[config.mk]
export PLATFORM = sky130hd
export DESIGN_NAME = pvdev_regfile
export DESIGN_NICKNAME = d
export VERILOG_FILES = /design/src/rtl/pvdev_pkg.sv /design/src/rtl/pvdev_decode.sv /design/src/rtl/pvdev_cfg_track.sv /design/src/rtl/pvdev_regfile.sv
export SDC_FILE = /design/constraint.sdc
export NUM_CORES = 1
export LEC_CHECK = 0
export ABC_CLOCK_PERIOD_IN_PS = 2720
export BUFFER_PORTS_ARGS = -buffer_cell sky130_fd_sc_hd__buf_2
export CORE_MARGIN = 2
export CORE_UTILIZATION = 50
export DETAILED_ROUTE_END_ITERATION = 10
export GPL_TIMING_DRIVEN = 0
export PLACE_DENSITY = 0.72
export SYNTH_ARGS = -nofsm -noshare
export SYNTH_HDL_FRONTEND = slang
export SYNTH_SLANG_ARGS = --single-unit
[constraint.sdc]
create_clock -name clk -period 2.72 [get_ports clk]
set_clock_uncertainty 0.15 [all_clocks]
set_input_delay 0.272 -clock clk [delete_from_list [all_inputs] [get_ports clk]]
set_output_delay 0.272 -clock clk [all_outputs]
set_load 0.01 [all_outputs]
[src/rtl/pvdev_pkg.sv]
package pvdev_pkg;

    typedef enum logic [3:0] {
        SEL_NONE,
        SEL_DEVF,
        SEL_DRVF,
        SEL_QSIZE,
        SEL_QRDY,
        SEL_STAT,
        SEL_ISR,
        SEL_IACK,
        SEL_GEN,
        SEL_CFG
    } sel_e;

    localparam int OFF_DEVF  = 'h00;
    localparam int OFF_DRVF  = 'h04;
    localparam int OFF_QSIZE = 'h08;
    localparam int OFF_QRDY  = 'h0C;
    localparam int OFF_STAT  = 'h10;
    localparam int OFF_ISR   = 'h14;
    localparam int OFF_IACK  = 'h18;
    localparam int OFF_GEN   = 'h1C;
    localparam int OFF_CFG   = 'h20;

    localparam int FAILED_BIT = 7;
    localparam int ISR_RING   = 0;
    localparam int ISR_CFG    = 1;

endpackage

[src/rtl/pvdev_decode.sv]
module pvdev_decode #(
    parameter int ADDR_W    = 8,
    parameter int CFG_WORDS = 2,
    parameter int CFG_IDX_W = (CFG_WORDS > 1) ? $clog2(CFG_WORDS) : 1
) (
    input  logic [ADDR_W-1:0]    addr,
    output pvdev_pkg::sel_e      sel,
    output logic [CFG_IDX_W-1:0] cfg_word
);
    import pvdev_pkg::*;

    localparam int CFG_END = OFF_CFG + 4 * CFG_WORDS;

    int  a_int;
    logic aligned;

    always_comb begin
        a_int    = int'(addr);
        aligned  = (addr[1:0] == 2'b00);
        sel      = SEL_NONE;
        cfg_word = CFG_IDX_W'((a_int - OFF_CFG) >>> 2);
        if (aligned) begin
            if      (a_int == OFF_DEVF)  sel = SEL_DEVF;
            else if (a_int == OFF_DRVF)  sel = SEL_DRVF;
            else if (a_int == OFF_QSIZE) sel = SEL_QSIZE;
            else if (a_int == OFF_QRDY)  sel = SEL_QRDY;
            else if (a_int == OFF_STAT)  sel = SEL_STAT;
            else if (a_int == OFF_ISR)   sel = SEL_ISR;
            else if (a_int == OFF_IACK)  sel = SEL_IACK;
            else if (a_int == OFF_GEN)   sel = SEL_GEN;
            else if (a_int >= OFF_CFG && a_int < CFG_END) sel = SEL_CFG;
        end
    end

endmodule

[src/rtl/pvdev_cfg_track.sv]
module pvdev_cfg_track #(
    parameter int CFG_WORDS  = 2,
    parameter int CFG_IDX_W  = (CFG_WORDS > 1) ? $clog2(CFG_WORDS) : 1,
    parameter int BYTE_IDX_W = $clog2(CFG_WORDS * 4)
) (
    input  logic                  clk,
    input  logic                  rst_n,
    input  logic                  dev_wr,
    input  logic [BYTE_IDX_W-1:0] dev_idx,
    input  logic [7:0]            dev_data,
    input  logic                  drv_rd,
    input  logic [CFG_IDX_W-1:0]  rd_word,
    output logic [31:0]           rd_data,
    output logic [31:0]           gen
);
    localparam int CFG_BYTES = CFG_WORDS * 4;
    localparam int CFG_BITS  = CFG_BYTES * 8;

    typedef struct packed {
        logic [CFG_BITS-1:0] bytes;
        logic                dirty;
        logic [31:0]         gen;
    } cfg_state_t;

    cfg_state_t st_d, st_q;

    always_comb begin
        st_d = st_q;
        if (drv_rd) begin
            st_d.dirty = 1'b0;
            if (st_q.dirty) st_d.gen = st_q.gen + 32'd1;
        end
        if (dev_wr) begin
            st_d.dirty = 1'b1;
            if (int'(dev_idx) < CFG_BYTES)
                st_d.bytes[dev_idx*8 +: 8] = dev_data;
        end
    end

    always_ff @(posedge clk) begin
        if (!rst_n) st_q <= '0;
        else        st_q <= st_d;
    end

    assign rd_data = st_q.bytes[rd_word*32 +: 32];
    assign gen     = st_q.gen;

    assert_gen_needs_dirty_read_R9: assert property (@(posedge clk) disable iff (!rst_n)
        (st_q.gen != $past(st_q.gen)) |-> $past(drv_rd && st_q.dirty));

    assert_gen_single_step_R9: assert property (@(posedge clk) disable iff (!rst_n)
        (drv_rd && st_q.dirty) |=> (st_q.gen == $past(st_q.gen) + 32'd1));

    assert_dev_write_marks_R9: assert property (@(posedge clk) disable iff (!rst_n)
        dev_wr |=> st_q.dirty);

endmodule

[src/rtl/pvdev_regfile.sv]
module pvdev_regfile #(
    parameter int ADDR_W    = 8,
    parameter int QSIZE_W   = 16,
    parameter int CFG_WORDS = 2
) (
    input  logic                                clk,
    input  logic                                rst_n,
    input  logic [ADDR_W-1:0]                   bus_addr,
    input  logic                                bus_wr,
    input  logic [31:0]                         bus_wdata,
    input  logic                                bus_rd,
    output logic [31:0]                         bus_rdata,
    input  logic [31:0]                         dev_features,
    input  logic                                ring_evt,
    input  logic                                cfg_wr_en,
    input  logic [$clog2(CFG_WORDS*4)-1:0]      cfg_wr_idx,
    input  logic [7:0]                          cfg_wr_data,
    output logic [31:0]                         drv_features,
    output logic [QSIZE_W-1:0]                  queue_size,
    output logic                                queue_ready,
    output logic [7:0]                          dev_status,
    output logic                                irq
);
    import pvdev_pkg::*;

    localparam int CFG_IDX_W  = (CFG_WORDS > 1) ? $clog2(CFG_WORDS) : 1;
    localparam int BYTE_IDX_W = $clog2(CFG_WORDS * 4);

    typedef struct packed {
        logic [31:0]        drvf;
        logic [QSIZE_W-1:0] qsize;
        logic               qrdy;
        logic [7:0]         status;
        logic [1:0]         isr;
    } reg_state_t;

    reg_state_t st_d, st_q;

    sel_e                 sel;
    logic [CFG_IDX_W-1:0] cfg_word;
    logic [31:0]          cfg_rdata;
    logic [31:0]          gen_val;
    logic                 cfg_rd;
    logic                 locked;

    pvdev_decode #(
        .ADDR_W    (ADDR_W),
        .CFG_WORDS (CFG_WORDS),
        .CFG_IDX_W (CFG_IDX_W)
    ) u_decode (
        .addr     (bus_addr),
        .sel      (sel),
        .cfg_word (cfg_word)
    );

    assign cfg_rd = bus_rd && (sel == SEL_CFG);

    pvdev_cfg_track #(
        .CFG_WORDS  (CFG_WORDS),
        .CFG_IDX_W  (CFG_IDX_W),
        .BYTE_IDX_W (BYTE_IDX_W)
    ) u_cfg (
        .clk      (clk),
        .rst_n    (rst_n),
        .dev_wr   (cfg_wr_en),
        .dev_idx  (cfg_wr_idx),
        .dev_data (cfg_wr_data),
        .drv_rd   (cfg_rd),
        .rd_word  (cfg_word),
        .rd_data  (cfg_rdata),
        .gen      (gen_val)
    );

    always_comb begin
        st_d   = st_q;
        locked = st_q.status[FAILED_BIT];
        if (bus_wr) begin
            case (sel)
                SEL_DRVF:  if (!locked) st_d.drvf  = bus_wdata;
                SEL_QSIZE: if (!locked) st_d.qsize = bus_wdata[QSIZE_W-1:0];
                SEL_QRDY:  if (!locked) st_d.qrdy  = bus_wdata[0];
                SEL_STAT: begin
                    st_d.status = bus_wdata[7:0];
                    if (bus_wdata[7:0] == 8'h00) begin
                        st_d.drvf = '0;
                        st_d.qrdy = 1'b0;
                        st_d.isr  = '0;
                    end
                end
                SEL_IACK:  st_d.isr = st_q.isr & ~bus_wdata[1:0];
                default: ;
            endcase
        end
        st_d.isr[ISR_RING] = st_d.isr[ISR_RING] | ring_evt;
        st_d.isr[ISR_CFG]  = st_d.isr[ISR_CFG]  | cfg_wr_en;
    end

    always_ff @(posedge clk) begin
        if (!rst_n) st_q <= '0;
        else        st_q <= st_d;
    end

    always_comb begin
        bus_rdata = '0;
        if (bus_rd) begin
            case (sel)
                SEL_DEVF:  bus_rdata = dev_features;
                SEL_DRVF:  bus_rdata = st_q.drvf;
                SEL_QSIZE: bus_rdata = 32'(st_q.qsize);
                SEL_QRDY:  bus_rdata = {31'b0, st_q.qrdy};
                SEL_STAT:  bus_rdata = {24'b0, st_q.status};
                SEL_ISR:   bus_rdata = {30'b0, st_q.isr};
                SEL_GEN:   bus_rdata = gen_val;
                SEL_CFG:   bus_rdata = cfg_rdata;
                default:   bus_rdata = '0;
            endcase
        end
    end

    assign drv_features = st_q.drvf;
    assign queue_size   = st_q.qsize;
    assign queue_ready  = st_q.qrdy;
    assign dev_status   = st_q.status;
    assign irq          = |st_q.isr;

    assert_ring_sets_irq_R6: assert property (@(posedge clk) disable iff (!rst_n)
        ring_evt |=> (irq && bus_rdata_isr_bit0()));

    assert_ack_spares_zero_bit_R7: assert property (@(posedge clk) disable iff (!rst_n)
        (bus_wr && sel == SEL_IACK && !bus_wdata[ISR_CFG] && st_q.isr[ISR_CFG]) |=> st_q.isr[ISR_CFG]);

    assert_event_beats_ack_R7: assert property (@(posedge clk) disable iff (!rst_n)
        (cfg_wr_en && bus_wr && sel == SEL_IACK) |=> irq);

    assert_misaligned_no_effect_R5: assert property (@(posedge clk) disable iff (!rst_n)
        (bus_wr && bus_addr[1:0] != 2'b00 && !ring_evt && !cfg_wr_en) |=> $stable(st_q));

    assert_ready_follows_write_R4: assert property (@(posedge clk) disable iff (!rst_n)
        (bus_wr && sel == SEL_QRDY && !dev_status[FAILED_BIT]) |=> (queue_ready == $past(bus_wdata[0])));

    assert_failed_locks_features_R11: assert property (@(posedge clk) disable iff (!rst_n)
        (dev_status[FAILED_BIT] && bus_wr && sel == SEL_DRVF) |=> $stable(drv_features));

    assert_zero_status_clears_R10: assert property (@(posedge clk) disable iff (!rst_n)
        (bus_wr && sel == SEL_STAT && bus_wdata[7:0] == 8'h00) |=> (!queue_ready && drv_features == 32'h0));

    function automatic logic bus_rdata_isr_bit0();
        return st_q.isr[ISR_RING];
    endfunction

endmodule

# Yosys cells after proc, flatten, opt, wreduce, memory -nomap -nowiden
# Cells that the tools add are included.
totals:
  regBits: 156
  latchBits: 0
  mem_bits_rw: 0
  rom_bits: 0
  word_cells: 79
  n_memories: 0
op_classes:
  add_sub_neg: 3
  n_mul: 0
  n_div: 0
  order_cmp: 2
  n_eq_ne: 19
  n_shift: 3
  n_mux: 25
  bitwise: 5
  n_reduce_logical: 14
ops:
  columns: ["operator", "count"]
  rows:
  - ["$pmux W32 S8", 1]
  - ["$mux W32", 4]
  - ["$bwmux W64", 1]
  - ["$pmux W32 S2", 1]
  - ["$shift A8 B34 Y64 const A", 1]
  - ["$shiftx A64 B7 Y32", 1]
  - ["$shiftx A8 B34 Y64", 1]
  - ["$mux W4", 10]
  - ["$neg A6 Y34", 1]
  - ["$mux W33", 1]
  - ["$add A32 B1 Y32 const B", 1]
  - ["$eq A8 B6 Y1 const B", 4]
  - ["$eq A4 B3 Y1 const B", 4]
  - ["$eq A8 B5 Y1 const B", 2]
  - ["$logic_not A8 Y1", 2]
  - ["$eq A4 B2 Y1 const B", 2]
  - ["$eq A4 B4 Y1 const B", 2]
  - ["$eq A8 B4 Y1 const B", 1]
  - ["$ge A8 B6 Y1 const B", 1]
  - ["$lt A8 B6 Y1 const B", 1]
  - ["$reduce_and A4 Y1", 2]
  - ["$ne A2 B2 Y1 const B", 3]
  - ["$reduce_bool A2 Y1", 3]
  - ["$eq A4 B1 Y1 const B", 1]
  - ["14 further kinds", 20]

# Logic depth before layout (Yosys ltp)
logic_depth:
  depth_word: 16
  mapped_depth: 8
  ltp_nobuf: 7

# By module
# Synthesis repeated with hierarchy kept, for this count alone.
unflattened:
  hier_cells: 960
  hier_area_um2: 8315.5
modules_own_cells:
  columns: ["mod", "instances", "cells_each", "area_per_inst_um2", "seq_area_each_um2"]
  rows:
  - ["pvdev_cfg_track", 1, 515, 4650.7, 1941.9]
  - ["pvdev_regfile", 1, 433, 3573.4, 1181.1]
  - ["pvdev_decode", 1, 12, 91.3, 0.0]

# Worst setup path before layout
# OpenSTA, ideal clock, no wires.
synth_path:
  path_type: "input-to-output"
  from: "input port bus_addr[2]"
  to: "output port bus_rdata[21]"
  t_arrival_ns: 2.226
  required_ns: 2.298
  setup_slack_ns: 0.072
  stages: 7
  cell_sequence: "clkbuf_1 > nor4b_1 > nor2b_1 > clkbuf_1 > clkbuf_1 > a22oi_1 > a21oi_1"
synth_via:
  elab_chain_cells: 15
synth_lines:
  columns: ["element", "line", "text"]
  rows:
  - ["from (decl)", "pvdev_regfile.sv:8", "input logic [ADDR_W-1:0] bus_addr,"]
  - ["$ge A8 B6 Y1 or $lt A8 B6 Y1 (tied branches)", "pvdev_decode.sv:31", "else if (a_int >= OFF_CFG && a_int < CFG_END) sel = SEL_CFG;"]
  - ["$logic_and A1 B1 Y1", "pvdev_decode.sv:31", null]
  - ["$mux W4", "pvdev_decode.sv:31", null]
  - ["$mux W4", "pvdev_decode.sv:30", "else if (a_int == OFF_GEN) sel = SEL_GEN;"]
  - ["$mux W4", "pvdev_decode.sv:29", "else if (a_int == OFF_IACK) sel = SEL_IACK;"]
  - ["$mux W4", "pvdev_decode.sv:28", "else if (a_int == OFF_ISR) sel = SEL_ISR;"]
  - ["$mux W4", "pvdev_decode.sv:27", "else if (a_int == OFF_STAT) sel = SEL_STAT;"]
  - ["$mux W4", "pvdev_decode.sv:26", "else if (a_int == OFF_QRDY) sel = SEL_QRDY;"]
  - ["$mux W4", "pvdev_decode.sv:25", "else if (a_int == OFF_QSIZE) sel = SEL_QSIZE;"]
  - ["$mux W4", "pvdev_decode.sv:24", "else if (a_int == OFF_DRVF) sel = SEL_DRVF;"]
  - ["$mux W4", "pvdev_decode.sv:23", "if (a_int == OFF_DEVF) sel = SEL_DEVF;"]
  - ["$mux W4", "pvdev_decode.sv:22", "if (aligned) begin"]
  - ["$eq A4 B4 Y1, or another cell as far along", "pvdev_regfile.sv:106", "case (sel)"]
  - ["$pmux W32 S8 *", "pvdev_regfile.sv:106", null]
  - ["$mux W32 *", "pvdev_regfile.sv:105", "if (bus_rd) begin"]
  - ["to (decl)", "pvdev_regfile.sv:12", "output logic [31:0] bus_rdata,"]
# Every way passes the cells marked *; elsewhere a longest branch is shown, timed or not.

# Final worst setup path
layout_path:
  from: "input port bus_addr[7]"
  to: "output port bus_rdata[21]"
layout_via:
  elab_chain_cells: 15
layout_lines:
  columns: ["element", "line"]
  rows:
  - ["$ge A8 B6 Y1 or $lt A8 B6 Y1 (tied branches)", "pvdev_decode.sv:31"]
  - ["$logic_and A1 B1 Y1", "pvdev_decode.sv:31"]
  - ["$mux W4", "pvdev_decode.sv:31"]
  - ["$mux W4", "pvdev_decode.sv:30"]
  - ["$mux W4", "pvdev_decode.sv:29"]
  - ["$mux W4", "pvdev_decode.sv:28"]
  - ["$mux W4", "pvdev_decode.sv:27"]
  - ["$mux W4", "pvdev_decode.sv:26"]
  - ["$mux W4", "pvdev_decode.sv:25"]
  - ["$mux W4", "pvdev_decode.sv:24"]
  - ["$mux W4 *", "pvdev_decode.sv:23"]
  - ["$mux W4 *", "pvdev_decode.sv:22"]
  - ["$eq A4 B4 Y1, or another cell as far along", "pvdev_regfile.sv:106"]
  - ["$pmux W32 S8 *", "pvdev_regfile.sv:106"]
  - ["$mux W32 *", "pvdev_regfile.sv:105"]
# Marked as above.

==> summary.txt <==
Floorplan
  – DIE AREA: around 0.018 mm2
  – Initial Util: 50.5%
  – # IOs: between 150 and 200
  – Core box area: 0.0171 mm2
  – Die Span X: roughly 140 um
  – Rows: 48
  – Vert. Die Dim: between 100 and 150 um

Timing
  – Unrepaired setup endpoints after global routing: false
  – Transition time at the pin with the least slew margin: 0.854 ns
  – Final setup TNS: 0 ns
  – Fin crit share: 97.4%
  – Final hold viol count: 0
  – Final setup viols: 0
  – Hold WS: 0.0354 ns
  – Max Slew Vio Count: 0
  – Post-route minimum period: between 2 and 3 ns
  – Worst rel slew slack: between 40% and 50%
  – Max frequency: roughly 380 MHz

Power and ir drop
  – Worst IR drop on VDD: 0.490 mV
  – Sw Ratio: between 20% and 30%
  – Clk pwr share: a little under half
  – Switch Pwr: between 1 and 1.5 mW
  – Part of the power in registers: 45.0%
  – Int Pwr: 3.86 mW
  – Logic gate share of total power: 9.0%
  – Pleak: about 4.6 nW
  – Pwr dens: between 400 and 500 mW/mm2

Logic synthesis
  – Syn Area/Cell: between 8 and 9 um2
  – Ys Warns: 0
  – Post-synth top area cell: dfxtp_1
  – Flops & latches, synth: 156
  – Mapped Nets: between 1000 and 1500
  – Seq/Total Area, Yosys: a little over a third
  – Synth top area share: 36.1%
  – Post-Syn Area: 0.00865 mm2
  – Cell count after synthesis: just over 1000
  – Area contributors post-synth: dfxtp_1 (36%), mux2i_1 (14%), nand2_1 (5.5%)
  – Yosys cell types: 52

Global routing
  – Largest net degree at the start of global routing: 17
  – Global route overflow: 0
  – Vias in the first global route: 7977
  – GRT Resource Usage Total: about a third
  – Initial antenna violation count: 0
  – First-pass GRT wire length: roughly 45000 um

Critical path
  – CP Buf/Inv Count: 4
  – Most frequent CP cell: buf_2
  – Critical setup path kind: in2out
  – Max FO, Critical Path: 10
  – CP required: about 2.3 ns
  – Critical Path End Type: primary output
  – Critical path's largest stage delay: approximately 0.63 ns
  – CP top delay family: buffers and inverters
  – Crit start category: primary input
  – Slowest cell on crit path: or4_4
  – CP Data Arrival Time: approximately 2.2 ns
  – Critical path, cell by cell: buf_2 > or4_4 > nor2b_1 > clkbuf_2 > clkbuf_4 > a22oi_1 > a21oi_1 > buf_2

Place
  – IO Port Bufs: around 170
  – DP HPWL: ~21000 um
  – GPL Wtd Cong: 0.912
  – Placed instance count: ~1400

Detailed routing
  – DRC errors left: 0
  – Initial DRC count: ~900
  – Post-DR wirelength/cell: between 15 and 20 um
  – Final ANT Viol Nets: 0
  – Vias: between 8000 and 9000
  – Vias per inst: 5.82
  – Routed wire length: slightly below 30000 um
  – Initial DRT Pass Iterations: 8

CTS
  – Clock root cell: clkbuf_16
  – Clk slew on worst S/H paths: 0.06 ns
  – Clock sinks: 156
  – CTS Buffer Depth: 2
  – Htree depth: 4
  – Num CTS Buffers: 17
  – CTS tree: built
  – Clk_lat worst skew: about 0.43 ns

Job
  – Max-cap violations: 0

Cells and area
  – Area growth, synth to finish: 25.1%
  – Layout cells sized above 1: 25.7%
  – Non-filler cells, final: around 1500
  – Post-layout util: 63.2%
  – Ant. Diodes: 0
  – Layout net count: around 1400

Hold path
  – Hold Crit Class: in2reg

Status
  – Status: complete, no violations
[tightest hold or removal path, stage by stage]
cell,delay (ns)
buf_2,0.15
nand3_1,0.08
a21oi_1,0.06
[power groups by stage]
stage / combinational [mW] / clock [mW] / sequential, mW
3_5_place_dp: 0.404 / 0 / 2.36
6_report: 0.463 / 2.36 / 2.31
3_3_place_gp: 0.402 / 0 / 2.36
5_1_grt: 0.494 / 2.47 / 2.31
2_1_floorplan: 0.224 / 0 / 2.36
4_1_cts: 0.449 / 2.38 / 2.31
[worst paths after layout]
kind	start	end	slack, ns	depth (start not counted)
worst max register to register	u_cfg.gen[8]	u_cfg.gen[23]	0.30	5
worst max-delay path	bus_addr[7]	bus_rdata[21]	0.07	8
worst min-delay path	cfg_wr_data[6]	u_cfg.st_q[55]	0.04	3
worst min register to register	u_cfg.st_q[51]	u_cfg.st_q[51]	0.30	2
[cells in the final DEF, fill, tap and decap left out, types with 8 or more instances in the layout]
cell type / Yosys / final
a22oi_1: 30 / 30
buf_2: 2 / 179
clkbuf_16: 0 / 17
nand4_1: 16 / 16
mux2_2: 20 / 20
nand3_1: 28 / 27
o22a_1: 14 / 14
nand2b_1: 9 / 9
and3_1: 26 / 26
a21oi_1: 68 / 67
nor2b_1: 12 / 12
or4_1: 22 / 20
nor3b_1: 28 / 28
o21ai_0: 38 / 38
clkbuf_2: 0 / 17
nor4_1: 12 / 11
buf_4: 59 / 63
nor2_1: 78 / 77
nand2_1: 127 / 127
dlygate4sd3_1: 0 / 32
o31ai_1: 14 / 14
clkbuf_1: 67 / 45
mux2i_1: 122 / 122
and2_1: 8 / 8
inv_1: 10 / 10
dfxtp_1: 156 / 156
[routing by layer]
layer | up-vias | global-route usage, % | routed length [um] | share of wire (%)
li1 | 4117 | - | - | -
met1 | 4146 | 42.7 | 12800 | 44
met2 | 438 | 49.9 | 13000 | 45
met3 | 51 | 5.65 | 2430 | 8.3
met4 | 0 | 12.8 | 860 | 3.0
met5 | - | 0 | 0 | 0
[per-stage QoR]
step	total power, mW	worst slack, ns	area (um2)
3_3_place_gp	2.77	-1.22	9800
6_report	5.14	0.0705	10800
2_1_floorplan	2.58	0.0719	8650
5_1_grt	5.28	0.0162	10800
4_1_cts	5.14	0.00100	10800
3_5_place_dp	2.77	-0.645	9810
[cell families after synthesis]
kind of cell	after synthesis	synth area share [%]
buffers and inverters	147	9.14
XOR/XNOR	4	0.405
AO/OA/AOI/OAI	187	13.4
multiplexers	142	16.7
AND/OR/NAND/NOR	399	23.8
adder cells (fa/ha/maj)	3	0.434
flip-flops	156	36.1
[cell usage after synthesis (all sizes together)]
library cell and n:
o21ai 39, a21boi 2, o41ai 1, nor4b 4, nand2 127, nor3b 28
nor2b 12, nor3 5, mux2 20, buf 70, a2111oi 1, a22o 6
or2 3, o211ai 1, nand4 16, or3b 2, a31oi 7, and3 26
inv 10, nor4 12, o22a 14, dfxtp 156, xnor2 4, o31ai 14
nand2b 9, and4 5, nor2 78, a32o 1, nand3b 4, nand3 28
clkbuf 67, or3 7, ha 3, a21oi 68, nor4bb 1, a22oi 30
mux2i 122, o21a 1, or4 23, o311ai 1, and2 9, a32oi 1
[repair_timing]
action,4_1_cts,5_1_grt
gates resized for setup,21,24
hold buffers,32,0
endpoints found under the hold margin,52,0
pin swaps,1,4
buffers inserted,2,2
setup endpoints to repair,32,29
[state kept, by name (all words and copies together) (netlist names)]
register      cells
queue_ready       1
dev_status        8
u_cfg.gen        32
queue_size       16
drv_features     32
st_q              2
u_cfg.st_q       65
[area by class of cell]
class                      count  area, um2
fill                        1513       6300
multi-input combinational    735       4800
sequential                   156       3120
timing repair buffer         210       1220
buffer                       135        778
clock buffer                  23        498
tap                          225        282
clock inverter                 9       85.1
inverter                      10       37.5
Power figures use the tool's default switching activity.
